<file path="src/rtl/pwr_seq_pkg.sv">
`timescale 1ns/1ps
package pwr_seq_pkg;

    typedef enum logic [2:0] {
        ST_IDLE,
        ST_UP_PWR,
        ST_UP_RST,
        ST_UP_ISO,
        ST_DN_ISO,
        ST_DN_RST,
        ST_DN_PWR,
        ST_GAP
    } seq_state_e;

    typedef enum logic [2:0] {
        K_PWR_CLR,
        K_PWR_SET,
        K_RST_REL,
        K_RST_HOLD,
        K_ISO_REL,
        K_ISO_ENG
    } step_kind_e;

    localparam logic [2:0] A_PWR   = 3'd0;
    localparam logic [2:0] A_ISO   = 3'd1;
    localparam logic [2:0] A_RST   = 3'd2;
    localparam logic [2:0] A_GAP   = 3'd3;
    localparam logic [2:0] A_PULSE = 3'd4;

endpackage

</file>
<file path="src/rtl/pwr_seq_dom.sv">
`timescale 1ns/1ps
module pwr_seq_dom
    import pwr_seq_pkg::*;
#(
    parameter int              REG_W    = 32,
    parameter int              GAP_W    = 8,
    parameter logic [REG_W-1:0] PWR_MASK = '0,
    parameter logic [REG_W-1:0] RST_MASK = '0,
    parameter logic [REG_W-1:0] ISO_MASK = '0,
    parameter bit              INIT_ON  = 1'b1
) (
    input  logic             clk,
    input  logic             rst_n,
    input  logic             up_req,
    input  logic             dn_req,
    input  logic             grant,
    input  logic [GAP_W-1:0] gap_cfg,
    output logic             step_req,
    output step_kind_e       step_kind,
    output logic [REG_W-1:0] step_mask,
    output logic             busy,
    output logic             is_on
);

    seq_state_e       state_q, state_d, ret_q, ret_d;
    logic [GAP_W-1:0] cnt_q, cnt_d;
    logic             on_q, on_d, up_q, up_d;
    logic             in_step;

    function automatic seq_state_e follow(input seq_state_e s);
        case (s)
            ST_UP_PWR: return ST_UP_RST;
            ST_UP_RST: return ST_UP_ISO;
            ST_DN_ISO: return ST_DN_RST;
            ST_DN_RST: return ST_DN_PWR;
            default:   return ST_IDLE;
        endcase
    endfunction

    function automatic step_kind_e kind_of(input seq_state_e s);
        case (s)
            ST_UP_PWR: return K_PWR_CLR;
            ST_UP_RST: return K_RST_REL;
            ST_UP_ISO: return K_ISO_REL;
            ST_DN_ISO: return K_ISO_ENG;
            ST_DN_RST: return K_RST_HOLD;
            default:   return K_PWR_SET;
        endcase
    endfunction

    function automatic logic [REG_W-1:0] mask_of(input seq_state_e s);
        case (s)
            ST_UP_PWR, ST_DN_PWR: return PWR_MASK;
            ST_UP_RST, ST_DN_RST: return RST_MASK;
            ST_UP_ISO, ST_DN_ISO: return ISO_MASK;
            default:              return '0;
        endcase
    endfunction

    // output process: step request towards the arbiter
    always_comb begin
        in_step   = (state_q != ST_IDLE) && (state_q != ST_GAP);
        step_kind = kind_of(state_q);
        step_mask = in_step ? mask_of(state_q) : '0;
        step_req  = in_step && (step_mask != '0);
        busy      = (state_q != ST_IDLE);
        is_on     = on_q;
    end

    // next-state process
    always_comb begin
        state_d = state_q;
        ret_d   = ret_q;
        cnt_d   = cnt_q;
        on_d    = on_q;
        up_d    = up_q;
        unique case (state_q)
            ST_IDLE: begin
                if (dn_req) begin
                    up_d    = 1'b0;
                    state_d = ST_DN_ISO;
                end else if (up_req) begin
                    up_d    = 1'b1;
                    state_d = ST_UP_PWR;
                end
            end
            ST_GAP: begin
                if (cnt_q == '0) state_d = ret_q;
                else             cnt_d   = cnt_q - 1'b1;
            end
            default: begin
                if (!step_req) begin
                    state_d = follow(state_q);
                end else if (grant) begin
                    if (follow(state_q) == ST_IDLE) begin
                        state_d = ST_IDLE;
                    end else begin
                        state_d = ST_GAP;
                        ret_d   = follow(state_q);
                        cnt_d   = gap_cfg;
                    end
                end
                if (state_d == ST_IDLE) on_d = up_q;
            end
        endcase
    end

    // state register
    always_ff @(posedge clk or negedge rst_n) begin
        if (!rst_n) begin
            state_q <= ST_IDLE;
            ret_q   <= ST_IDLE;
            cnt_q   <= '0;
            on_q    <= INIT_ON;
            up_q    <= 1'b0;
        end else begin
            state_q <= state_d;
            ret_q   <= ret_d;
            cnt_q   <= cnt_d;
            on_q    <= on_d;
            up_q    <= up_d;
        end
    end


    busy_start_chk: assert property (@(posedge clk) disable iff (!rst_n)
        (state_q == ST_IDLE && (up_req || dn_req)) |=> busy);


    done_status_chk: assert property (@(posedge clk) disable iff (!rst_n)
        $fell(busy) |-> (is_on == $past(up_q)));


    dir_keep_chk: assert property (@(posedge clk) disable iff (!rst_n)
        (state_q != ST_IDLE) |=> $stable(up_q));


    skip_nogap_chk: assert property (@(posedge clk) disable iff (!rst_n)
        (in_step && step_mask == '0) |=> (state_q != ST_GAP));

endmodule

</file>
<file path="src/rtl/pwr_seq_arb.sv">
`timescale 1ns/1ps
module pwr_seq_arb #(
    parameter int N = 3
) (
    input  logic         clk,
    input  logic         rst_n,
    input  logic [N-1:0] req,
    input  logic         hold,
    output logic [N-1:0] grant
);

    localparam logic [N-1:0] ONE = {{(N-1){1'b0}}, 1'b1};

    // fixed priority: the lowest index wins
    always_comb begin
        grant = '0;
        if (!hold) begin
            for (int i = N - 1; i >= 0; i--) begin
                if (req[i]) grant = ONE << i;
            end
        end
    end


    grant_onehot_chk: assert property (@(posedge clk) disable iff (!rst_n)
        $onehot0(grant));


    grant_lowest_chk: assert property (@(posedge clk) disable iff (!rst_n)
        (grant != '0) |-> ((req & (grant - ONE)) == '0));


    hold_block_chk: assert property (@(posedge clk) disable iff (!rst_n)
        hold |-> (grant == '0));

endmodule

</file>
<file path="src/rtl/pwr_seq_regs.sv">
`timescale 1ns/1ps
module pwr_seq_regs
    import pwr_seq_pkg::*;
#(
    parameter int               REG_W    = 32,
    parameter int               GAP_W    = 8,
    parameter logic [REG_W-1:0] PWR_INIT = '0,
    parameter logic [REG_W-1:0] ISO_INIT = '1,
    parameter logic [REG_W-1:0] RST_INIT = '1,
    parameter logic [GAP_W-1:0] GAP_INIT = '0
) (
    input  logic             clk,
    input  logic             rst_n,
    input  logic             sw_we,
    input  logic [2:0]       sw_addr,
    input  logic [REG_W-1:0] sw_wdata,
    output logic [REG_W-1:0] sw_rdata,
    input  logic             step_vld,
    input  step_kind_e       step_kind,
    input  logic [REG_W-1:0] step_mask,
    output logic             hold,
    output logic [GAP_W-1:0] gap_cfg,
    output logic [REG_W-1:0] pd_o,
    output logic [REG_W-1:0] iso_o,
    output logic [REG_W-1:0] urst_o
);

    logic [REG_W-1:0] pwr_q, pwr_d, iso_q, iso_d, urst_q, urst_d, pend_q, pend_d;
    logic [GAP_W-1:0] gap_q, gap_d;

    assign hold = sw_we || (pend_q != '0);

    always_comb begin
        pwr_d  = pwr_q;
        iso_d  = iso_q;
        urst_d = urst_q | pend_q;
        gap_d  = gap_q;
        pend_d = '0;
        if (sw_we) begin
            case (sw_addr)
                A_PWR:   pwr_d  = sw_wdata;
                A_ISO:   iso_d  = sw_wdata;
                A_RST:   urst_d = sw_wdata;
                A_GAP:   gap_d  = sw_wdata[GAP_W-1:0];
                A_PULSE: begin
                    urst_d = urst_d & ~sw_wdata;
                    pend_d = sw_wdata;
                end
                default: ;
            endcase
        end else if (step_vld) begin
            case (step_kind)
                K_PWR_CLR:  pwr_d  = pwr_q & ~step_mask;
                K_PWR_SET:  pwr_d  = pwr_q | step_mask;
                K_RST_REL:  urst_d = urst_q | step_mask;
                K_RST_HOLD: urst_d = urst_q & ~step_mask;
                K_ISO_REL:  iso_d  = iso_q | step_mask;
                K_ISO_ENG:  iso_d  = iso_q & ~step_mask;
                default: ;
            endcase
        end
    end

    always_ff @(posedge clk or negedge rst_n) begin
        if (!rst_n) begin
            pwr_q  <= PWR_INIT;
            iso_q  <= ISO_INIT;
            urst_q <= RST_INIT;
            gap_q  <= GAP_INIT;
            pend_q <= '0;
        end else begin
            pwr_q  <= pwr_d;
            iso_q  <= iso_d;
            urst_q <= urst_d;
            gap_q  <= gap_d;
            pend_q <= pend_d;
        end
    end

    always_comb begin
        case (sw_addr)
            A_PWR:   sw_rdata = pwr_q;
            A_ISO:   sw_rdata = iso_q;
            A_RST:   sw_rdata = urst_q;
            A_GAP:   sw_rdata = {{(REG_W-GAP_W){1'b0}}, gap_q};
            default: sw_rdata = '0;
        endcase
    end

    assign gap_cfg = gap_q;
    assign pd_o    = pwr_q;
    assign iso_o   = iso_q;
    assign urst_o  = urst_q;


    sw_prio_chk: assert property (@(posedge clk) disable iff (!rst_n)
        sw_we |-> !step_vld);


    pwr_clr_chk: assert property (@(posedge clk) disable iff (!rst_n)
        (step_vld && step_kind == K_PWR_CLR) |=> ((pd_o & $past(step_mask)) == '0));


    pwr_set_chk: assert property (@(posedge clk) disable iff (!rst_n)
        (step_vld && step_kind == K_PWR_SET) |=> ((pd_o & $past(step_mask)) == $past(step_mask)));


    pulse_low_chk: assert property (@(posedge clk) disable iff (!rst_n)
        (sw_we && sw_addr == A_PULSE) |=> ((urst_o & $past(sw_wdata)) == '0));


    pulse_high_chk: assert property (@(posedge clk) disable iff (!rst_n)
        (pend_q != '0 && !sw_we) |=> ((urst_o & $past(pend_q)) == $past(pend_q)));

endmodule

</file>
<file path="src/rtl/pwr_seq_ctrl.sv">
`timescale 1ns/1ps
module pwr_seq_ctrl
    import pwr_seq_pkg::*;
#(
    parameter int NUM_DOM = 3,
    parameter int REG_W   = 32,
    parameter int GAP_W   = 8,
    parameter logic [NUM_DOM-1:0][REG_W-1:0] DOM_PWR_MASK = {32'h0000_0001, 32'h0000_0004, 32'h0000_0008},
    parameter logic [NUM_DOM-1:0][REG_W-1:0] DOM_RST_MASK = {32'h0004_0000, 32'h0000_0000, 32'h0001_0000},
    parameter logic [NUM_DOM-1:0][REG_W-1:0] DOM_ISO_MASK = {32'h0000_0000, 32'h0000_0002, 32'h0000_0001},
    parameter logic [REG_W-1:0] PWR_INIT = 32'h0000_0004,
    parameter logic [REG_W-1:0] ISO_INIT = 32'hFFFF_FFFD,
    parameter logic [REG_W-1:0] RST_INIT = 32'hFFFF_FFFF,
    parameter logic [GAP_W-1:0] GAP_INIT = 8'd1
) (
    input  logic               clk,
    input  logic               rst_n,
    input  logic [NUM_DOM-1:0] up_req,
    input  logic [NUM_DOM-1:0] dn_req,
    input  logic               reg_we,
    input  logic [2:0]         reg_addr,
    input  logic [REG_W-1:0]   reg_wdata,
    output logic [REG_W-1:0]   reg_rdata,
    output logic [REG_W-1:0]   pd_ctrl,
    output logic [REG_W-1:0]   iso_ctrl_n,
    output logic [REG_W-1:0]   unit_rst_n,
    output logic [NUM_DOM-1:0] dom_on,
    output logic [NUM_DOM-1:0] dom_busy
);

    logic [NUM_DOM-1:0] step_req, grant;
    step_kind_e         kind_a [NUM_DOM];
    logic [REG_W-1:0]   mask_a [NUM_DOM];
    logic               hold, sel_vld;
    step_kind_e         sel_kind;
    logic [REG_W-1:0]   sel_mask;
    logic [GAP_W-1:0]   gap_cfg;

    for (genvar d = 0; d < NUM_DOM; d++) begin : g_dom
        pwr_seq_dom #(
            .REG_W    (REG_W),
            .GAP_W    (GAP_W),
            .PWR_MASK (DOM_PWR_MASK[d]),
            .RST_MASK (DOM_RST_MASK[d]),
            .ISO_MASK (DOM_ISO_MASK[d]),
            .INIT_ON  ((PWR_INIT & DOM_PWR_MASK[d]) == '0)
        ) u_dom (
            .clk       (clk),
            .rst_n     (rst_n),
            .up_req    (up_req[d]),
            .dn_req    (dn_req[d]),
            .grant     (grant[d]),
            .gap_cfg   (gap_cfg),
            .step_req  (step_req[d]),
            .step_kind (kind_a[d]),
            .step_mask (mask_a[d]),
            .busy      (dom_busy[d]),
            .is_on     (dom_on[d])
        );
    end

    pwr_seq_arb #(.N(NUM_DOM)) u_arb (
        .clk   (clk),
        .rst_n (rst_n),
        .req   (step_req),
        .hold  (hold),
        .grant (grant)
    );

    always_comb begin
        sel_vld  = |grant;
        sel_kind = K_PWR_CLR;
        sel_mask = '0;
        for (int d = 0; d < NUM_DOM; d++) begin
            if (grant[d]) begin
                sel_kind = kind_a[d];
                sel_mask = mask_a[d];
            end
        end
    end

    pwr_seq_regs #(
        .REG_W    (REG_W),
        .GAP_W    (GAP_W),
        .PWR_INIT (PWR_INIT),
        .ISO_INIT (ISO_INIT),
        .RST_INIT (RST_INIT),
        .GAP_INIT (GAP_INIT)
    ) u_regs (
        .clk       (clk),
        .rst_n     (rst_n),
        .sw_we     (reg_we),
        .sw_addr   (reg_addr),
        .sw_wdata  (reg_wdata),
        .sw_rdata  (reg_rdata),
        .step_vld  (sel_vld),
        .step_kind (sel_kind),
        .step_mask (sel_mask),
        .hold      (hold),
        .gap_cfg   (gap_cfg),
        .pd_o      (pd_ctrl),
        .iso_o     (iso_ctrl_n),
        .urst_o    (unit_rst_n)
    );


    busy_grant_chk: assert property (@(posedge clk) disable iff (!rst_n)
        ((grant & ~dom_busy) == '0));

endmodule

</file>
<file path="config.mk">
export PLATFORM = sky130hd
export DESIGN_NAME = pwr_seq_ctrl
export DESIGN_NICKNAME = d
export VERILOG_FILES = /design/src/rtl/pwr_seq_pkg.sv /design/src/rtl/pwr_seq_dom.sv /design/src/rtl/pwr_seq_arb.sv /design/src/rtl/pwr_seq_regs.sv /design/src/rtl/pwr_seq_ctrl.sv
export SDC_FILE = /design/constraint.sdc
export NUM_CORES = 1
export LEC_CHECK = 0
export CORE_ASPECT_RATIO = 0.6
export CORE_UTILIZATION = 60
export DETAILED_ROUTE_END_ITERATION = 16
export DONT_BUFFER_PORTS = 1
export PLACE_DENSITY = 0.78
export REMOVE_ABC_BUFFERS = 1
export SKIP_CTS_REPAIR_TIMING = 1
export SLEW_MARGIN = 20
export SYNTH_ARGS = -nofsm -noshare
export SYNTH_HDL_FRONTEND = slang
export SYNTH_HIERARCHICAL = 1
export SYNTH_SLANG_ARGS = --single-unit
</file>
<file path="constraint.sdc">
create_clock -name clk -period 7.7 [get_ports clk]
set_clock_uncertainty 0.05 [all_clocks]
set_input_delay 0.385 -clock clk [delete_from_list [all_inputs] [get_ports clk]]
set_output_delay 0.385 -clock clk [all_outputs]
set_load 0.02 [all_outputs]
</file>
# [Word level (Yosys, flattened, before mapping)]
# Cells that the tools add are included.
# Widths: inputs -> output; s select.
[totals] input_bits=44 reg_bits=184 elab_cells=249 out_inout_bits=134
[classes] n_addsub=3 reduce_logical=69 muxes=91 eq_ne=47 n_bitwise=19
[op_table] op="$mux 32" count=13
[op_table] op="$pmux 32 s2" count=4
[op_table] op="$and 32x32->32" count=4
[op_table] op="$or 32x32->32" count=4
[op_table] op="$pmux 32 s4" count=1
[op_table] op="$reduce_bool 32->1" count=4
[op_table] op="$mux 3" count=38
[op_table] op="$mux 8" count=12
[op_table] op="$not 32->32" count=2
[op_table] op="$pmux 17 s3" count=1
[op_table] op="$pmux 8 s2" count=3
[op_table] op="$eq 3x3->1 const B" count=15
[op_table] op="$pmux 3 s5" count=3
[op_table] op="$pmux 19 s2" count=1
[op_table] op="$pmux 3 s4" count=3
[op_table] op="$logic_not 3->1" count=11
[op_table] op="$eq 3x2->1 const B" count=10
[op_table] op="$logic_not 8->1" count=3
[op_table] op="$pmux 3 s2" count=4
[op_table] op="$sub 8x1->8 const B" count=3
[op_table] op="$reduce_and 2->1" count=10
[op_table] op="$reduce_bool 2->1" count=10
[op_table] op="$reduce_or 2->1" count=10
[op_table] op="$mux 19" count=1
[op_table] op="other kinds (14)" count=59

# [Depth between registers and ports, before layout]
# Gate-level depths: netlist of run 1.
[logic_depth] ltp_word=20 depth_mapped=16

# [By module]
# The synthesis of run 1 kept the hierarchy.
[by_module_without_submodules] mod="pwr_seq_regs" area_per_inst_um2=7564.8 seq_area_each_um2=3484.6 cells_per_inst=836 instances=1
[by_module_without_submodules] mod="pwr_seq_dom at g_dom[2].u_dom" area_per_inst_um2=1371.3 seq_area_each_um2=401.6 cells_per_inst=165 instances=1
[by_module_without_submodules] mod="pwr_seq_dom at g_dom[0].u_dom" area_per_inst_um2=1341.3 seq_area_each_um2=401.6 cells_per_inst=157 instances=1
[by_module_without_submodules] mod="pwr_seq_dom at g_dom[1].u_dom" area_per_inst_um2=1311.3 seq_area_each_um2=400.4 cells_per_inst=158 instances=1
[by_module_without_submodules] mod="pwr_seq_ctrl" area_per_inst_um2=985.9 seq_area_each_um2=0.0 cells_per_inst=161 instances=1
[by_module_without_submodules] mod="pwr_seq_arb" area_per_inst_um2=31.3 seq_area_each_um2=0.0 cells_per_inst=3 instances=1

# [Least setup slack after synthesis of run 1]
# No wires, ideal clock.
[synth_timing] path_type="input to register" from="input port reg_we" to="register u_regs.urst_q[0], in the netlist u_regs/urst_o[0]" arrival_ns=3.380 n_path_buf=4 setup_ns=0.089 cell_stages=15 required_time_ns=7.561 path_slack_ns=4.181 path_cell_list="buf_2 nor4_1 nand4_1 nor4_1 nand2_1 nor3b_1 buf_6 buf_6 a21oi_1 a21oi_1 and3b_1 nor2b_1 buf_2 a211oi_1 o22ai_1"
[synth_between] elab_cells_between_ends=17 cone_classes="eq/ne (2); mux (10); bitwise (3); reduce/logical (2)"
[synth_rtl] item="start: declaration" line="pwr_seq_ctrl.sv:20" source="input logic reg_we,"
[synth_rtl] item="$logic_or 1x1->1 (*)" line="pwr_seq_regs.sv:31" source="assign hold = sw_we || (pend_q != '0);"
[synth_rtl] item="net hold" line="pwr_seq_ctrl.sv:34" source="logic hold, sel_vld;"
[synth_rtl] item="$mux 3 (*)" line="pwr_seq_arb.sv:17" source="if (!hold) begin"
[synth_rtl] item="net grant[1]" line="pwr_seq_ctrl.sv:31" source="logic [NUM_DOM-1:0] step_req, grant;"
[synth_rtl] item="$mux 3 (*) (2 in series)" line="pwr_seq_ctrl.sv:75" source="if (grant[d]) begin"
[synth_rtl] item="net sel_kind[2]" line="pwr_seq_ctrl.sv:35" source="step_kind_e sel_kind;"
[synth_rtl] item="$eq 3x2->1" line="pwr_seq_regs.sv:52" source="case (step_kind)"
[synth_rtl] item="$pmux 32 s2 (*)" line="pwr_seq_regs.sv:52"
[synth_rtl] item="$mux 32 (*)" line="pwr_seq_regs.sv:51" source="end else if (step_vld) begin"
[synth_rtl] item="$mux 32 (*)" line="pwr_seq_regs.sv:39" source="if (sw_we) begin"
[synth_rtl] item="net u_regs.urst_d[0]" line="pwr_seq_regs.sv:28" source="logic [REG_W-1:0] pwr_q, pwr_d, iso_q, iso_d, urst_q, urst_d, pend_q, pend_d;"
[synth_rtl] item="end signal: assignment" line="pwr_seq_regs.sv:74" source="urst_q <= urst_d;"
[synth_rtl] item="end: declaration" line="pwr_seq_regs.sv:28"
# Mark *: on every way through the listed nets, which the timed path passes. The rest lies on a longest branch.
# A chain may end at the register's enable or synchronous reset.

# [Final worst setup path of run 1]
[layout_timing] from="register u_regs.pend_q[11]" to="register u_regs.urst_q[5], in the netlist u_regs/urst_o[5]"
[layout_between] elab_cells_between_ends=18 cone_classes="eq/ne (2); mux (10); bitwise (3); reduce/logical (3)"
[layout_rtl] item="start: declaration" line="pwr_seq_regs.sv:28"
[layout_rtl] item="start signal: assignment" line="pwr_seq_regs.sv:76" source="pend_q <= pend_d;"
[layout_rtl] item="$reduce_bool 32->1 (*)" line="pwr_seq_regs.sv:31"
[layout_rtl] item="$logic_or 1x1->1 (*)" line="pwr_seq_regs.sv:31"
[layout_rtl] item="net hold" line="pwr_seq_ctrl.sv:34"
[layout_rtl] item="$mux 3 (*)" line="pwr_seq_arb.sv:17"
[layout_rtl] item="net grant[2]" line="pwr_seq_ctrl.sv:31"
[layout_rtl] item="$mux 3 (*)" line="pwr_seq_ctrl.sv:75"
[layout_rtl] item="net sel_kind[2]" line="pwr_seq_ctrl.sv:35"
[layout_rtl] item="$eq 3x2->1" line="pwr_seq_regs.sv:52"
[layout_rtl] item="$pmux 32 s2 (*)" line="pwr_seq_regs.sv:52"
[layout_rtl] item="$mux 32 (*)" line="pwr_seq_regs.sv:51"
[layout_rtl] item="$mux 32 (*)" line="pwr_seq_regs.sv:39"
[layout_rtl] item="net u_regs.urst_d[5]" line="pwr_seq_regs.sv:28"
# Marks and branches as above.

==> impl_results.html, run 1 <==
<table>
<tr><th>Metric</th><th>Value</th></tr>
<tr><th colspan="2">Power and ir drop</th></tr>
<tr><td>Switching Power</td><td>1.83 mW</td></tr>
<tr><td>Power, Total</td><td>4.33 mW</td></tr>
<tr><td>Comb pwr share</td><td>32.3%</td></tr>
<tr><td>Clock Power Share</td><td>23.1%</td></tr>
<tr><td>Power density over the cells</td><td>335 mW/mm²</td></tr>
<tr><td>Fraction of power consumed by sequential logic</td><td>44.7%</td></tr>
<tr><td>Fraction of power spent switching nets</td><td>42.2%</td></tr>
<tr><td>Internal Pwr Total</td><td>2.50 mW</td></tr>
<tr><td>Peak supply drop</td><td>177 µV</td></tr>
<tr><td>Leakage dissipation</td><td>5.40 nW</td></tr>
<tr><th colspan="2">Route</th></tr>
<tr><td>First-pass iteration count of the detailed router</td><td>6</td></tr>
<tr><td>Vias after detailed routing</td><td>11000</td></tr>
<tr><td>Post-route DRC</td><td>0</td></tr>
<tr><td>Wire length per cell</td><td>21.4 µm</td></tr>
<tr><td>Wirelength, routed</td><td>36.3 mm</td></tr>
<tr><td>Topmost layer with routed signal wires</td><td>met4</td></tr>
<tr><td>Routed wire length on met3</td><td>4.74 mm</td></tr>
<tr><td>Number of DRC markers in iteration 0</td><td>1423</td></tr>
<tr><td>Vias per cell</td><td>6.50</td></tr>
<tr><td>Antenna-violating nets left</td><td>0</td></tr>
<tr><td>Routed wire length on met2</td><td>15.3 mm</td></tr>
<tr><td>Routed metal-1 wire length</td><td>15.9 mm</td></tr>
<tr><th colspan="2">Finish</th></tr>
<tr><td>Number of nets in the layout</td><td>1459</td></tr>
<tr><td>Total non-filler cell area in the finished layout</td><td>0.0129 mm²</td></tr>
<tr><td>Share of final-layout standard cells stronger than drive strength 1</td><td>12.1%</td></tr>
<tr><td>Final standard cell utilization of the core</td><td>63.7%</td></tr>
<tr><td>Signed area change from the synthesized netlist to the final layout</td><td>2.40%</td></tr>
<tr><td>Number of filler instances in the final layout</td><td>1712</td></tr>
<tr><td>Inserted Diodes</td><td>0</td></tr>
<tr><th colspan="2">Worst setup path</th></tr>
<tr><td>Worst endpoint data arrival time</td><td>5330 ps</td></tr>
<tr><td>Max Fanout on Critical Path</td><td>63</td></tr>
<tr><td>Data required, critical path</td><td>8010 ps</td></tr>
<tr><td>Element type at the critical path end</td><td>register</td></tr>
<tr><td>Category of the most critical setup path</td><td>register to register</td></tr>
<tr><td>Critical Path Source Type</td><td>register</td></tr>
<tr><th colspan="2">STA</th></tr>
<tr><td>Slew HR</td><td>22.2%</td></tr>
<tr><td>Final number of setup-violating endpoints</td><td>0</td></tr>
<tr><td>Peak Freq</td><td>199 MHz</td></tr>
<tr><td>Post-layout minimum cycle time</td><td>5020 ps</td></tr>
<tr><td>Final hold slack</td><td>-109 ps</td></tr>
<tr><td>Number of pins with negative max-slew slack in the final report</td><td>0</td></tr>
<tr><td>Setup TNS</td><td>0 ps</td></tr>
<tr><td>Hold violation count in the final report</td><td>37</td></tr>
<tr><td>Final Cycle Share</td><td>65.2%</td></tr>
<tr><td>Setup repair after global routing missed its margin</td><td>no</td></tr>
<tr><td>Worst Tran Pin Value</td><td>1170 ps</td></tr>
<tr><td>Final WS setup</td><td>2680 ps</td></tr>
<tr><th colspan="2">Synth</th></tr>
<tr><td>Synthesized cell area</td><td>0.0126 mm²</td></tr>
<tr><td>Mean post-synth cell area</td><td>8.52 µm²</td></tr>
<tr><td>Library cells used by synthesis</td><td>85</td></tr>
<tr><td>Cell type with the largest total area after synthesis</td><td>sky130_fd_sc_hd__dfrtp_1</td></tr>
<tr><td>Ranking of synthesized cells by area</td><td>sky130_fd_sc_hd__dfrtp_1 (23%), sky130_fd_sc_hd__dfstp_2 (14%), sky130_fd_sc_hd__a21oi_1 (6.7%)</td></tr>
<tr><td>FFs w/ async S/R, synth</td><td>100%</td></tr>
<tr><td>Number of enable flip-flop cells after synthesis</td><td>0</td></tr>
<tr><td>Fraction of the yosys area taken by sequential cells</td><td>37.2%</td></tr>
<tr><td>Post-synth top area share</td><td>23.2%</td></tr>
<tr><td>Post-synthesis sequential element count</td><td>184</td></tr>
<tr><td>Main synth FF type</td><td>sky130_fd_sc_hd__dfrtp_1</td></tr>
<tr><td>Number of instances in the synthesized netlist</td><td>1480</td></tr>
<tr><td>Number of warning messages in the yosys log</td><td>6</td></tr>
<tr><th colspan="2">Placement</th></tr>
<tr><td>Number of I/O port buffers</td><td>0</td></tr>
<tr><td>Hpwl dp</td><td>23.1 mm</td></tr>
<tr><td>Instance area at placement</td><td>0.0121 mm²</td></tr>
<tr><td>Placer's final routability congestion estimate</td><td>0.881</td></tr>
<tr><td>Worst Setup Slack post-DPL</td><td>2790 ps</td></tr>
<tr><th colspan="2">Clock network</th></tr>
<tr><td>Clock sink total</td><td>184</td></tr>
<tr><td>Number of buffers created by CTS</td><td>17</td></tr>
<tr><td>Clock root buffer</td><td>sky130_fd_sc_hd__clkbuf_16</td></tr>
<tr><td>TritonCTS clock tree</td><td>yes</td></tr>
<tr><td>Clock insertion delay at the later pin of the skew report</td><td>440 ps</td></tr>
<tr><td>Clock input transition at the sequential cells of the worst setup and hold paths</td><td>70 ps</td></tr>
<tr><td>Number of H-tree levels</td><td>4</td></tr>
<tr><td>Clock tree buffer depth</td><td>2</td></tr>
<tr><th colspan="2">Floorplan</th></tr>
<tr><td>Initial core utilization</td><td>62.2%</td></tr>
<tr><td>Die Wd</td><td>189 µm</td></tr>
<tr><td>Floorplan Core Area</td><td>0.0203 mm²</td></tr>
<tr><td>Chip Height</td><td>114 µm</td></tr>
<tr><td>Ports placed on the boundary</td><td>178</td></tr>
<tr><td>Overall die area</td><td>0.0216 mm²</td></tr>
<tr><td>Site row count</td><td>40</td></tr>
<tr><th colspan="2">Global route</th></tr>
<tr><td>Pin count of the biggest net entering global routing</td><td>185</td></tr>
<tr><td>First-pass GRT wire length</td><td>55.9 mm</td></tr>
<tr><td>Final global-route overflow total</td><td>0</td></tr>
<tr><td>Vias in the first global route</td><td>9954</td></tr>
<tr><td>Initial antenna violation count</td><td>1</td></tr>
<tr><td>Global routing usage summed across all routing layers</td><td>33.4%</td></tr>
<tr><th colspan="2">Status</th></tr>
<tr><td>Run status</td><td>finished with violations</td></tr>
<tr><td>Violations in the final reports</td><td>negative hold slack</td></tr>
<tr><th colspan="2">Job</th></tr>
<tr><td>Max Cap Violations</td><td>0</td></tr>
<tr><th colspan="2">Min path</th></tr>
<tr><td>Worst hold path class</td><td>input port to asynchronous set/reset pin</td></tr>
</table>
## Yosys cell counts, types with 3 or more instances
cell,instances
sky130_fd_sc_hd__a22o_1,3
sky130_fd_sc_hd__mux4_2,8
sky130_fd_sc_hd__nand3b_1,36
sky130_fd_sc_hd__o21ai_1,36
sky130_fd_sc_hd__dfstp_2,67
sky130_fd_sc_hd__and3_1,36
sky130_fd_sc_hd__a41oi_1,4
sky130_fd_sc_hd__o211ai_1,7
sky130_fd_sc_hd__a21boi_0,32
sky130_fd_sc_hd__nor2b_1,80
sky130_fd_sc_hd__nand2b_1,7
sky130_fd_sc_hd__ha_1,10
sky130_fd_sc_hd__buf_4,98
sky130_fd_sc_hd__conb_1,3
sky130_fd_sc_hd__nor4_1,11
sky130_fd_sc_hd__buf_2,48
sky130_fd_sc_hd__clkbuf_1,38
sky130_fd_sc_hd__nor2_1,159
sky130_fd_sc_hd__o21ai_0,65
sky130_fd_sc_hd__nand3_1,17
sky130_fd_sc_hd__inv_1,15
sky130_fd_sc_hd__dfrtp_1,117
sky130_fd_sc_hd__mux2_2,13
sky130_fd_sc_hd__mux2_4,3
sky130_fd_sc_hd__o22ai_1,34
sky130_fd_sc_hd__a22oi_1,66
sky130_fd_sc_hd__a31oi_1,7
sky130_fd_sc_hd__o22a_1,8
sky130_fd_sc_hd__a211oi_1,34
sky130_fd_sc_hd__nand2_1,130
sky130_fd_sc_hd__buf_6,12
sky130_fd_sc_hd__a21oi_1,170
sky130_fd_sc_hd__or4_1,3
sky130_fd_sc_hd__mux2i_1,31
sky130_fd_sc_hd__nor3_1,11
## stage by stage
| step | hold slack [ps] | instances |
|---|---|---|
| final | -109 | 1691 |
| after global routing | -30.5 | 1691 |
| after CTS | -423 | 1685 |
| after detailed placement | 47.7 | 1653 |
| after global placement | 48.2 | 1652 |
| after floorplan | 39.4 | 1367 |
## area by class of cell
class                   count  area [µm²]  area share [%]
clock inverters            11         194            1.50
flip-flops and latches    184        4690            36.3
clock buffers              21         470            3.64
multi-input cells        1167        6960            53.9
well taps                 273         342            2.65
repair buffers             19         196            1.52
inverters                  16        60.1           0.465
## critical path: stages, from the launching register on
cell and delay [ps]:
sky130_fd_sc_hd__dfrtp_1 390, sky130_fd_sc_hd__nor4_1 340, sky130_fd_sc_hd__nand2_1 90, sky130_fd_sc_hd__nor4_1 440, sky130_fd_sc_hd__nand2_1 250, sky130_fd_sc_hd__nor4b_4 670
sky130_fd_sc_hd__buf_4 610, sky130_fd_sc_hd__a21oi_1 70, sky130_fd_sc_hd__a21oi_1 380, sky130_fd_sc_hd__and3b_1 280, sky130_fd_sc_hd__nor2_2 690, sky130_fd_sc_hd__buf_4 370
sky130_fd_sc_hd__a21oi_1 90, sky130_fd_sc_hd__o22ai_1 190
## power groups by stage
stage                     Sequential [mW]  Clock [mW]  Combinational (mW)
final                                1.93       0.997                1.40
after global placement               1.92           0                1.28
after floorplan                      1.79           0                1.07
after detailed placement             1.93           0                1.33
after global routing                 1.97        1.05                1.54
after CTS                            1.92        1.01                1.34
## routing by layer
metal	global-route usage, %	up-vias
met5	0	-
met4	7.74	0
met3	9.13	31
met2	47.6	643
met1	50.0	5346
li1	-	4979
## logic make-up (layout without fill, tap and decap cells)
group,count (synthesis),after routing,synth area share (%)
buffers and inverters,215,67,10.5
XOR/XNOR,3,3,0.268
flip-flops,184,184,37.2
multiplexers,57,57,5.68
AND/OR/NAND/NOR,523,523,21.4
AO/OA/AOI/OAI,485,485,23.9
other,3,89,0.0893
adder cells (fa/ha/maj),10,10,0.993
## layout by cell type, fill, tap and decap left out, types with 17 or more instances in the layout
cell type                   instances
sky130_fd_sc_hd__a211oi_1          34
sky130_fd_sc_hd__a21boi_0          32
sky130_fd_sc_hd__a21oi_1          170
sky130_fd_sc_hd__a22oi_1           66
sky130_fd_sc_hd__and3_1            36
sky130_fd_sc_hd__clkbuf_16         17
sky130_fd_sc_hd__conb_1            89
sky130_fd_sc_hd__dfrtp_1          117
sky130_fd_sc_hd__dfstp_2           67
sky130_fd_sc_hd__mux2i_1           31
sky130_fd_sc_hd__nand2_1          130
sky130_fd_sc_hd__nand3_1           17
sky130_fd_sc_hd__nand3b_1          36
sky130_fd_sc_hd__nor2_1           158
sky130_fd_sc_hd__nor2b_1           78
sky130_fd_sc_hd__o21ai_0           65
sky130_fd_sc_hd__o21ai_1           36
sky130_fd_sc_hd__o22ai_1           34
## final timing paths
kind	startpoint	endpoint	slack [ps]	cells past startpoint
min in group clk	reg_wdata[22]	register	10	2
min	rst_n	g_dom[1].u_dom/cnt_q[6]	-110	1
max	u_regs/pend_q[11]	u_regs/urst_o[5]	2680	13
max reg2reg	u_regs/pend_q[11]	u_regs/urst_o[5]	2680	13
max in group asynchronous	rst_n	g_dom[0].u_dom/ret_q[0]	6970	1
min reg2reg	g_dom[2].u_dom/ret_q[0]	g_dom[2].u_dom/ret_q[0]	450	2
No activity file was read; power rests on OpenSTA's default activity.
==> inputs of run 2 (changes only) <==
==> constraint.sdc (replaced) <==
create_clock -name clk -period 4.77 [get_ports clk]
set_clock_uncertainty 0.05 [all_clocks]
set_input_delay 0.2385 -clock clk [delete_from_list [all_inputs] [get_ports clk]]
set_output_delay 0.2385 -clock clk [all_outputs]
set_load 0.02 [all_outputs]
==> run 2 against run 1 <==
The run still ends with negative hold slack left. Global-route usage increased by 0.19 points. Register-to-register slack worse by 2400 ps. Highest routed layer unchanged. Clock power grew 55%. Count of clock-buffer cells in the layout rose by 5. Via count increased by 2.9%. Total power up 62%. Core utilization grew 2.1 points. Routed wire length is 5.4% higher. Flip-flop and latch count did not move. Setup slack got worse by 2400 ps. First-iteration DRC count unchanged. Sequential power increased by 62%.
==> impl_results.html, run 2 (same netlist as run 1, synthesis figures left out) <==
<table>
<tr><th>Metric</th><th>Value</th></tr>
<tr><th colspan="2">Route</th></tr>
<tr><td>Wirelength, routed</td><td>38.2 mm</td></tr>
<tr><td>Post-route DRC</td><td>0</td></tr>
<tr><td>Number of DRC markers in iteration 0</td><td>1423</td></tr>
<tr><td>Wire length per cell</td><td>22.0 µm</td></tr>
<tr><td>First-pass iteration count of the detailed router</td><td>8</td></tr>
<tr><td>Antenna-violating nets left</td><td>0</td></tr>
<tr><td>Vias per cell</td><td>6.51</td></tr>
<tr><td>Vias after detailed routing</td><td>11300</td></tr>
<tr><th colspan="2">Power and ir drop</th></tr>
<tr><td>Internal Pwr Total</td><td>4.03 mW</td></tr>
<tr><td>Power density over the cells</td><td>525 mW/mm²</td></tr>
<tr><td>Switching Power</td><td>2.98 mW</td></tr>
<tr><td>Fraction of power spent switching nets</td><td>42.5%</td></tr>
<tr><td>Leakage dissipation</td><td>5.59 nW</td></tr>
<tr><td>Clock Power Share</td><td>22.1%</td></tr>
<tr><td>Peak supply drop</td><td>299 µV</td></tr>
<tr><td>Fraction of power consumed by sequential logic</td><td>44.6%</td></tr>
<tr><td>Comb pwr share</td><td>33.4%</td></tr>
<tr><th colspan="2">Clock network</th></tr>
<tr><td>Clock root buffer</td><td>sky130_fd_sc_hd__clkbuf_16</td></tr>
<tr><td>Clock insertion delay at the later pin of the skew report</td><td>440 ps</td></tr>
<tr><td>Clock sink total</td><td>184</td></tr>
<tr><td>TritonCTS clock tree</td><td>yes</td></tr>
<tr><td>Clock input transition at the sequential cells of the worst setup and hold paths</td><td>70 ps</td></tr>
<tr><td>Number of buffers created by CTS</td><td>17</td></tr>
<tr><td>Clock tree buffer depth</td><td>2</td></tr>
<tr><td>Number of H-tree levels</td><td>4</td></tr>
<tr><th colspan="2">Floorplan</th></tr>
<tr><td>Floorplan Core Area</td><td>0.0203 mm²</td></tr>
<tr><td>Initial core utilization</td><td>62.2%</td></tr>
<tr><td>Chip Height</td><td>114 µm</td></tr>
<tr><td>Die Wd</td><td>189 µm</td></tr>
<tr><td>Ports placed on the boundary</td><td>178</td></tr>
<tr><td>Overall die area</td><td>0.0216 mm²</td></tr>
<tr><td>Site row count</td><td>40</td></tr>
<tr><th colspan="2">Global route</th></tr>
<tr><td>Pin count of the biggest net entering global routing</td><td>185</td></tr>
<tr><td>Initial antenna violation count</td><td>1</td></tr>
<tr><td>Final global-route overflow total</td><td>0</td></tr>
<tr><td>Global routing usage summed across all routing layers</td><td>33.5%</td></tr>
<tr><td>Vias in the first global route</td><td>9994</td></tr>
<tr><td>First-pass GRT wire length</td><td>55.8 mm</td></tr>
<tr><th colspan="2">STA</th></tr>
<tr><td>Final number of setup-violating endpoints</td><td>0</td></tr>
<tr><td>Peak Freq</td><td>222 MHz</td></tr>
<tr><td>Slew HR</td><td>27.0%</td></tr>
<tr><td>Number of pins with negative max-slew slack in the final report</td><td>0</td></tr>
<tr><td>Post-layout minimum cycle time</td><td>4510 ps</td></tr>
<tr><td>Setup repair after global routing missed its margin</td><td>no</td></tr>
<tr><td>Final hold slack</td><td>-30.3 ps</td></tr>
<tr><td>Final Cycle Share</td><td>94.6%</td></tr>
<tr><td>Hold violation count in the final report</td><td>19</td></tr>
<tr><td>Worst Tran Pin Value</td><td>1090 ps</td></tr>
<tr><th colspan="2">Min path</th></tr>
<tr><td>Worst hold path class</td><td>input port to register</td></tr>
<tr><td>Critical hold path startpoint</td><td>reg_wdata[28]</td></tr>
<tr><td>End point of the worst hold path</td><td>u_regs/urst_o[28]</td></tr>
<tr><td>Hold-critical path depth</td><td>2</td></tr>
<tr><th colspan="2">Worst setup path</th></tr>
<tr><td>Reg-to-Reg End</td><td>u_regs/urst_o[29]</td></tr>
<tr><td>Category of the most critical setup path</td><td>register to register</td></tr>
<tr><td>Max Fanout on Critical Path</td><td>64</td></tr>
<tr><td>Element type at the critical path end</td><td>register</td></tr>
<tr><td>Data required, critical path</td><td>5100 ps</td></tr>
<tr><td>R2r worst-path depth</td><td>12</td></tr>
<tr><td>Internal reg-to-reg setup slack</td><td>260 ps</td></tr>
<tr><td>Worst endpoint data arrival time</td><td>4840 ps</td></tr>
<tr><td>Worst reg2reg path startpoint</td><td>u_regs/pend_q[30]</td></tr>
<tr><td>Critical Path Source Type</td><td>register</td></tr>
<tr><th colspan="2">Finish</th></tr>
<tr><td>Number of filler instances in the final layout</td><td>1634</td></tr>
<tr><td>Signed area change from the synthesized netlist to the final layout</td><td>5.86%</td></tr>
<tr><td>Highest-count cells in the layout ignoring fill and taps</td><td>sky130_fd_sc_hd__a21oi_1 (170), sky130_fd_sc_hd__nor2_1 (158), sky130_fd_sc_hd__nand2_1 (130)</td></tr>
<tr><td>Leading cell type in the layout, fill and taps excluded</td><td>sky130_fd_sc_hd__a21oi_1</td></tr>
<tr><td>Share of final-layout standard cells stronger than drive strength 1</td><td>12.1%</td></tr>
<tr><td>Number of nets in the layout</td><td>1506</td></tr>
<tr><td>Total non-filler cell area in the finished layout</td><td>0.0133 mm²</td></tr>
<tr><th colspan="2">Placement</th></tr>
<tr><td>Number of I/O port buffers</td><td>0</td></tr>
<tr><td>Hpwl dp</td><td>23.4 mm</td></tr>
<tr><td>Placer's final routability congestion estimate</td><td>0.850</td></tr>
<tr><td>Instance area at placement</td><td>0.0122 mm²</td></tr>
<tr><th colspan="2">Status</th></tr>
<tr><td>Violations in the final reports</td><td>negative hold slack</td></tr>
<tr><td>Run status</td><td>finished with violations</td></tr>
<tr><th colspan="2">Job</th></tr>
<tr><td>Max Cap Violations</td><td>0</td></tr>
</table>
==> run 2: cell count changes in the layout (fill, tap and decap cells not counted) <==
cell,before,now
sky130_fd_sc_hd__buf_12,0,2
sky130_fd_sc_hd__buf_16,2,1
sky130_fd_sc_hd__clkinv_4,3,0
sky130_fd_sc_hd__dlygate4sd3_1,4,44
sky130_fd_sc_hd__buf_4,12,18
sky130_fd_sc_hd__clkbuf_1,1,2
sky130_fd_sc_hd__clkinv_2,2,1
sky130_fd_sc_hd__clkbuf_8,3,7
sky130_fd_sc_hd__clkinvlp_4,1,2
sky130_fd_sc_hd__diode_2,0,1
sky130_fd_sc_hd__bufinv_16,5,3
==> run 2: layout make-up <==
class | count | area, µm² | area share (%)
antenna | 1 | 2.50 | 0.0188
clock buffer | 26 | 529 | 3.97
clock inverter | 6 | 110 | 0.825
inverter | 16 | 60.1 | 0.450
multi-input combinational | 1167 | 6960 | 52.1
sequential | 184 | 4690 | 35.1
tap | 273 | 342 | 2.56
timing repair buffer | 66 | 654 | 4.90
==> run 2: per-layer routing <==
| metal | wire, µm | vias up | track usage (%) | share of wire, % |
|---|---|---|---|---|
| li1 | - | 5053 | - | - |
| met4 | 574 | 0 | 8.71 | 1.5 |
| met2 | 16200 | 746 | 47.5 | 42 |
| met3 | 5020 | 65 | 9.78 | 13 |
| met5 | 0 | - | 0 | 0 |
| met1 | 16400 | 5455 | 49.8 | 43 |
==> run 2: worst max path at each step <==
stage / startpoint / endpoint / cells past startpoint
final: u_regs/pend_q[30] / u_regs/urst_o[29] / 12
after CTS: u_regs/pend_q[30] / register / 11
after detailed placement: u_regs/pend_q[30] / register / 11
after floorplan: g_dom[0].u_dom/state_q[2] / register / 9
after global routing: u_regs/pend_q[29] / u_regs/urst_o[29] / 12
after global placement: u_regs/pend_q[30] / register / 11
==> run 2: stage by stage <==
stage	utilization [%]	setup WS, ps	std cells	power [mW]	TNS, ps
floorplan	-	-2070	1367	4.63	-188300
global placement	60.2	739	1659	5.17	0
global route	65.8	9.63	1739	7.40	0
finish	65.8	256	1739	7.01	0
CTS	63.4	593	1691	6.83	0
detailed placement	60.2	628	1659	5.27	0
==> run 2: worst max-delay path: stages, from the launching register on <==
cell,delay [ps]
sky130_fd_sc_hd__dfrtp_1,380
sky130_fd_sc_hd__nor4_1,560
sky130_fd_sc_hd__nand4_1,200
sky130_fd_sc_hd__nor4_1,400
sky130_fd_sc_hd__nand2_1,220
sky130_fd_sc_hd__nor4b_4,360
sky130_fd_sc_hd__buf_4,510
sky130_fd_sc_hd__nor2b_1,220
sky130_fd_sc_hd__a21oi_1,110
sky130_fd_sc_hd__and3b_1,340
sky130_fd_sc_hd__mux2_2,360
sky130_fd_sc_hd__mux2i_1,150
sky130_fd_sc_hd__dlygate4sd3_1,570
==> run 2: power by group through the flow <==
stage          clock, mW  combinational, mW  sequential (mW)
4_1_cts             1.55               2.17             3.10
3_3_place_gp           0               2.07             3.10
2_1_floorplan          0               1.73             2.90
5_1_grt             1.63               2.58             3.19
3_5_place_dp           0               2.16             3.11
6_report            1.55               2.34             3.12
==> inputs of run 3 (changes only) <==
--- a/config.mk
+++ b/config.mk
@@ -5,10 +5,12 @@
 export SDC_FILE = /design/constraint.sdc
 export NUM_CORES = 1
 export LEC_CHECK = 0
+export ABC_CLOCK_PERIOD_IN_PS = 4770
 export CORE_ASPECT_RATIO = 0.6
 export CORE_UTILIZATION = 60
 export DETAILED_ROUTE_END_ITERATION = 16
 export DONT_BUFFER_PORTS = 1
+export MAX_ROUTING_LAYER = met4
 export PLACE_DENSITY = 0.78
 export REMOVE_ABC_BUFFERS = 1
 export SKIP_CTS_REPAIR_TIMING = 1
==> run 3 against run 2 <==
The flow still finishes with violations (negative hold slack). Total power decreased by 0.19%. Setup slack better by 72 ps. Non-clock buffer count shrank 1. Register-to-register slack improved by 70 ps. Clock power about the same. First-iteration DRC count decreased by 1.8%. Core utilization barely moved. Via count up 0.21%. Largest power group unchanged.
==> impl_results.html, run 3 (same netlist as run 1, synthesis figures left out) <==
<table>
<tr><th>Metric</th><th>Value</th></tr>
<tr><th colspan="2">Status</th></tr>
<tr><td>Run status</td><td>finished with violations</td></tr>
<tr><td>Violations in the final reports</td><td>negative hold slack</td></tr>
<tr><th colspan="2">Route</th></tr>
<tr><td>Number of DRC markers in iteration 0</td><td>1397</td></tr>
<tr><td>Antenna-violating nets left</td><td>0</td></tr>
<tr><td>First-pass iteration count of the detailed router</td><td>5</td></tr>
<tr><td>Vias after detailed routing</td><td>11300</td></tr>
<tr><td>Post-route DRC</td><td>0</td></tr>
<tr><td>Wire length per cell</td><td>21.9 µm</td></tr>
<tr><td>Wirelength, routed</td><td>38.1 mm</td></tr>
<tr><td>Vias per cell</td><td>6.53</td></tr>
<tr><th colspan="2">Clock network</th></tr>
<tr><td>TritonCTS clock tree</td><td>yes</td></tr>
<tr><td>Clock root buffer</td><td>sky130_fd_sc_hd__clkbuf_16</td></tr>
<tr><td>Clock tree buffer depth</td><td>2</td></tr>
<tr><td>Clock sink total</td><td>184</td></tr>
<tr><td>Clock input transition at the sequential cells of the worst setup and hold paths</td><td>70 ps</td></tr>
<tr><td>Number of buffers created by CTS</td><td>17</td></tr>
<tr><td>Clock insertion delay at the later pin of the skew report</td><td>440 ps</td></tr>
<tr><td>Number of H-tree levels</td><td>4</td></tr>
<tr><th colspan="2">STA</th></tr>
<tr><td>Worst Tran Pin Value</td><td>1140 ps</td></tr>
<tr><td>Setup TNS</td><td>0 ps</td></tr>
<tr><td>Final Cycle Share</td><td>93.1%</td></tr>
<tr><td>Peak Freq</td><td>225 MHz</td></tr>
<tr><td>Setup repair after global routing missed its margin</td><td>no</td></tr>
<tr><td>Final number of setup-violating endpoints</td><td>0</td></tr>
<tr><td>Final WS setup</td><td>328 ps</td></tr>
<tr><td>Number of pins with negative max-slew slack in the final report</td><td>0</td></tr>
<tr><td>Hold violation count in the final report</td><td>18</td></tr>
<tr><td>Post-layout minimum cycle time</td><td>4440 ps</td></tr>
<tr><td>Slew HR</td><td>23.8%</td></tr>
<tr><td>Final hold slack</td><td>-43.5 ps</td></tr>
<tr><th colspan="2">Global route</th></tr>
<tr><td>First-pass GRT wire length</td><td>55.8 mm</td></tr>
<tr><td>Pin count of the biggest net entering global routing</td><td>185</td></tr>
<tr><td>Initial antenna violation count</td><td>1</td></tr>
<tr><td>Final global-route overflow total</td><td>0</td></tr>
<tr><td>Global routing usage summed across all routing layers</td><td>34.6%</td></tr>
<tr><td>Vias in the first global route</td><td>9995</td></tr>
<tr><th colspan="2">Floorplan</th></tr>
<tr><td>Site row count</td><td>40</td></tr>
<tr><td>Die Wd</td><td>189 µm</td></tr>
<tr><td>Chip Height</td><td>114 µm</td></tr>
<tr><td>Initial core utilization</td><td>62.2%</td></tr>
<tr><td>Overall die area</td><td>0.0216 mm²</td></tr>
<tr><td>Floorplan Core Area</td><td>0.0203 mm²</td></tr>
<tr><td>Ports placed on the boundary</td><td>178</td></tr>
<tr><th colspan="2">Finish</th></tr>
<tr><td>Total non-filler cell area in the finished layout</td><td>0.0133 mm²</td></tr>
<tr><td>Number of filler instances in the final layout</td><td>1635</td></tr>
<tr><td>Final standard cell utilization of the core</td><td>65.8%</td></tr>
<tr><td>Signed area change from the synthesized netlist to the final layout</td><td>5.78%</td></tr>
<tr><td>Register area</td><td>0.00469 mm²</td></tr>
<tr><td>Number of nets in the layout</td><td>1505</td></tr>
<tr><td>Leading cell type in the layout, fill and taps excluded</td><td>sky130_fd_sc_hd__a21oi_1</td></tr>
<tr><td>Area of combinational cells with multiple inputs</td><td>0.00696 mm²</td></tr>
<tr><td>Highest-count cells in the layout ignoring fill and taps</td><td>sky130_fd_sc_hd__a21oi_1 (170), sky130_fd_sc_hd__nor2_1 (158), sky130_fd_sc_hd__nand2_1 (130)</td></tr>
<tr><td>Share of final-layout standard cells stronger than drive strength 1</td><td>12.1%</td></tr>
<tr><th colspan="2">Worst setup path</th></tr>
<tr><td>Worst endpoint data arrival time</td><td>4770 ps</td></tr>
<tr><td>Category of the most critical setup path</td><td>register to register</td></tr>
<tr><td>Data required, critical path</td><td>5100 ps</td></tr>
<tr><td>Max Fanout on Critical Path</td><td>64</td></tr>
<tr><td>Critical Path Source Type</td><td>register</td></tr>
<tr><td>Element type at the critical path end</td><td>register</td></tr>
<tr><th colspan="2">Power and ir drop</th></tr>
<tr><td>Switching Power</td><td>2.96 mW</td></tr>
<tr><td>Clock Power Share</td><td>22.1%</td></tr>
<tr><td>Peak supply drop</td><td>300 µV</td></tr>
<tr><td>Comb pwr share</td><td>33.3%</td></tr>
<tr><td>Fraction of power spent switching nets</td><td>42.4%</td></tr>
<tr><td>Internal Pwr Total</td><td>4.03 mW</td></tr>
<tr><td>Fraction of power consumed by sequential logic</td><td>44.6%</td></tr>
<tr><td>Power density over the cells</td><td>524 mW/mm²</td></tr>
<tr><td>Leakage dissipation</td><td>5.59 nW</td></tr>
<tr><th colspan="2">Min path</th></tr>
<tr><td>Worst hold path class</td><td>input port to register</td></tr>
<tr><th colspan="2">Placement</th></tr>
<tr><td>Placer's final routability congestion estimate</td><td>0.864</td></tr>
<tr><td>Hpwl dp</td><td>23.4 mm</td></tr>
<tr><td>Number of I/O port buffers</td><td>0</td></tr>
<tr><td>Instance area at placement</td><td>0.0122 mm²</td></tr>
<tr><td>Worst Setup Slack post-DPL</td><td>628 ps</td></tr>
<tr><th colspan="2">Job</th></tr>
<tr><td>Max Cap Violations</td><td>0</td></tr>
</table>
## run 3: critical path: stages (launching register included)
cell and delay [ps]:
sky130_fd_sc_hd__dfrtp_1 380, sky130_fd_sc_hd__nor4_1 550, sky130_fd_sc_hd__nand4_1 200, sky130_fd_sc_hd__nor4_1 390, sky130_fd_sc_hd__nand2_1 210, sky130_fd_sc_hd__nor4b_4 360
sky130_fd_sc_hd__buf_4 500, sky130_fd_sc_hd__nor2b_1 220, sky130_fd_sc_hd__a21oi_1 110, sky130_fd_sc_hd__and3b_1 340, sky130_fd_sc_hd__mux2_2 360, sky130_fd_sc_hd__mux2i_1 120
sky130_fd_sc_hd__dlygate4sd3_1 560
## run 3: routing by layer
metal	global-route usage, %	routed length [µm]
met4	8.76	644
met5	-	0
met2	47.5	16100
met1	50.2	16300
met3	9.10	5090
## run 3: area by class of cell
class | count | area share [%]
diodes | 1 | 0.0188
clock buffers | 26 | 3.97
clock inverters | 6 | 0.826
inverters | 16 | 0.450
multi-input cells | 1167 | 52.2
flip-flops and latches | 184 | 35.2
well taps | 273 | 2.56
repair buffers | 65 | 4.83
## run 3: worst paths after layout
path | endpoint | depth (start not counted) | slack (ps) | start
min | u_regs/urst_o[28] | 2 | -40 | reg_wdata[28]
min reg2reg | g_dom[2].u_dom/cnt_q[6] | 2 | 450 | g_dom[2].u_dom/cnt_q[6]
max | u_regs/urst_o[29] | 12 | 330 | u_regs/pend_q[30]
max reg2reg | u_regs/urst_o[29] | 12 | 330 | u_regs/pend_q[30]
min in group asynchronous | g_dom[1].u_dom/cnt_q[3] | 2 | 410 | rst_n
max in group asynchronous | asynchronous set/reset pin | 2 | 3480 | rst_n
## run 3: stage by stage
step,std cells,power [mW]
after floorplan,1367,4.63
after global placement,1659,5.17
after detailed placement,1659,5.27
after CTS,1691,6.83
after global routing,1738,7.40
final,1738,6.99
## run 3: power by group through the flow
stage	Clock (mW)	Sequential (mW)	Combinational [mW]
3_5_place_dp	0	3.11	2.16
3_3_place_gp	0	3.10	2.07
6_report	1.54	3.12	2.33
2_1_floorplan	0	2.90	1.73
5_1_grt	1.63	3.19	2.58
4_1_cts	1.55	3.10	2.17
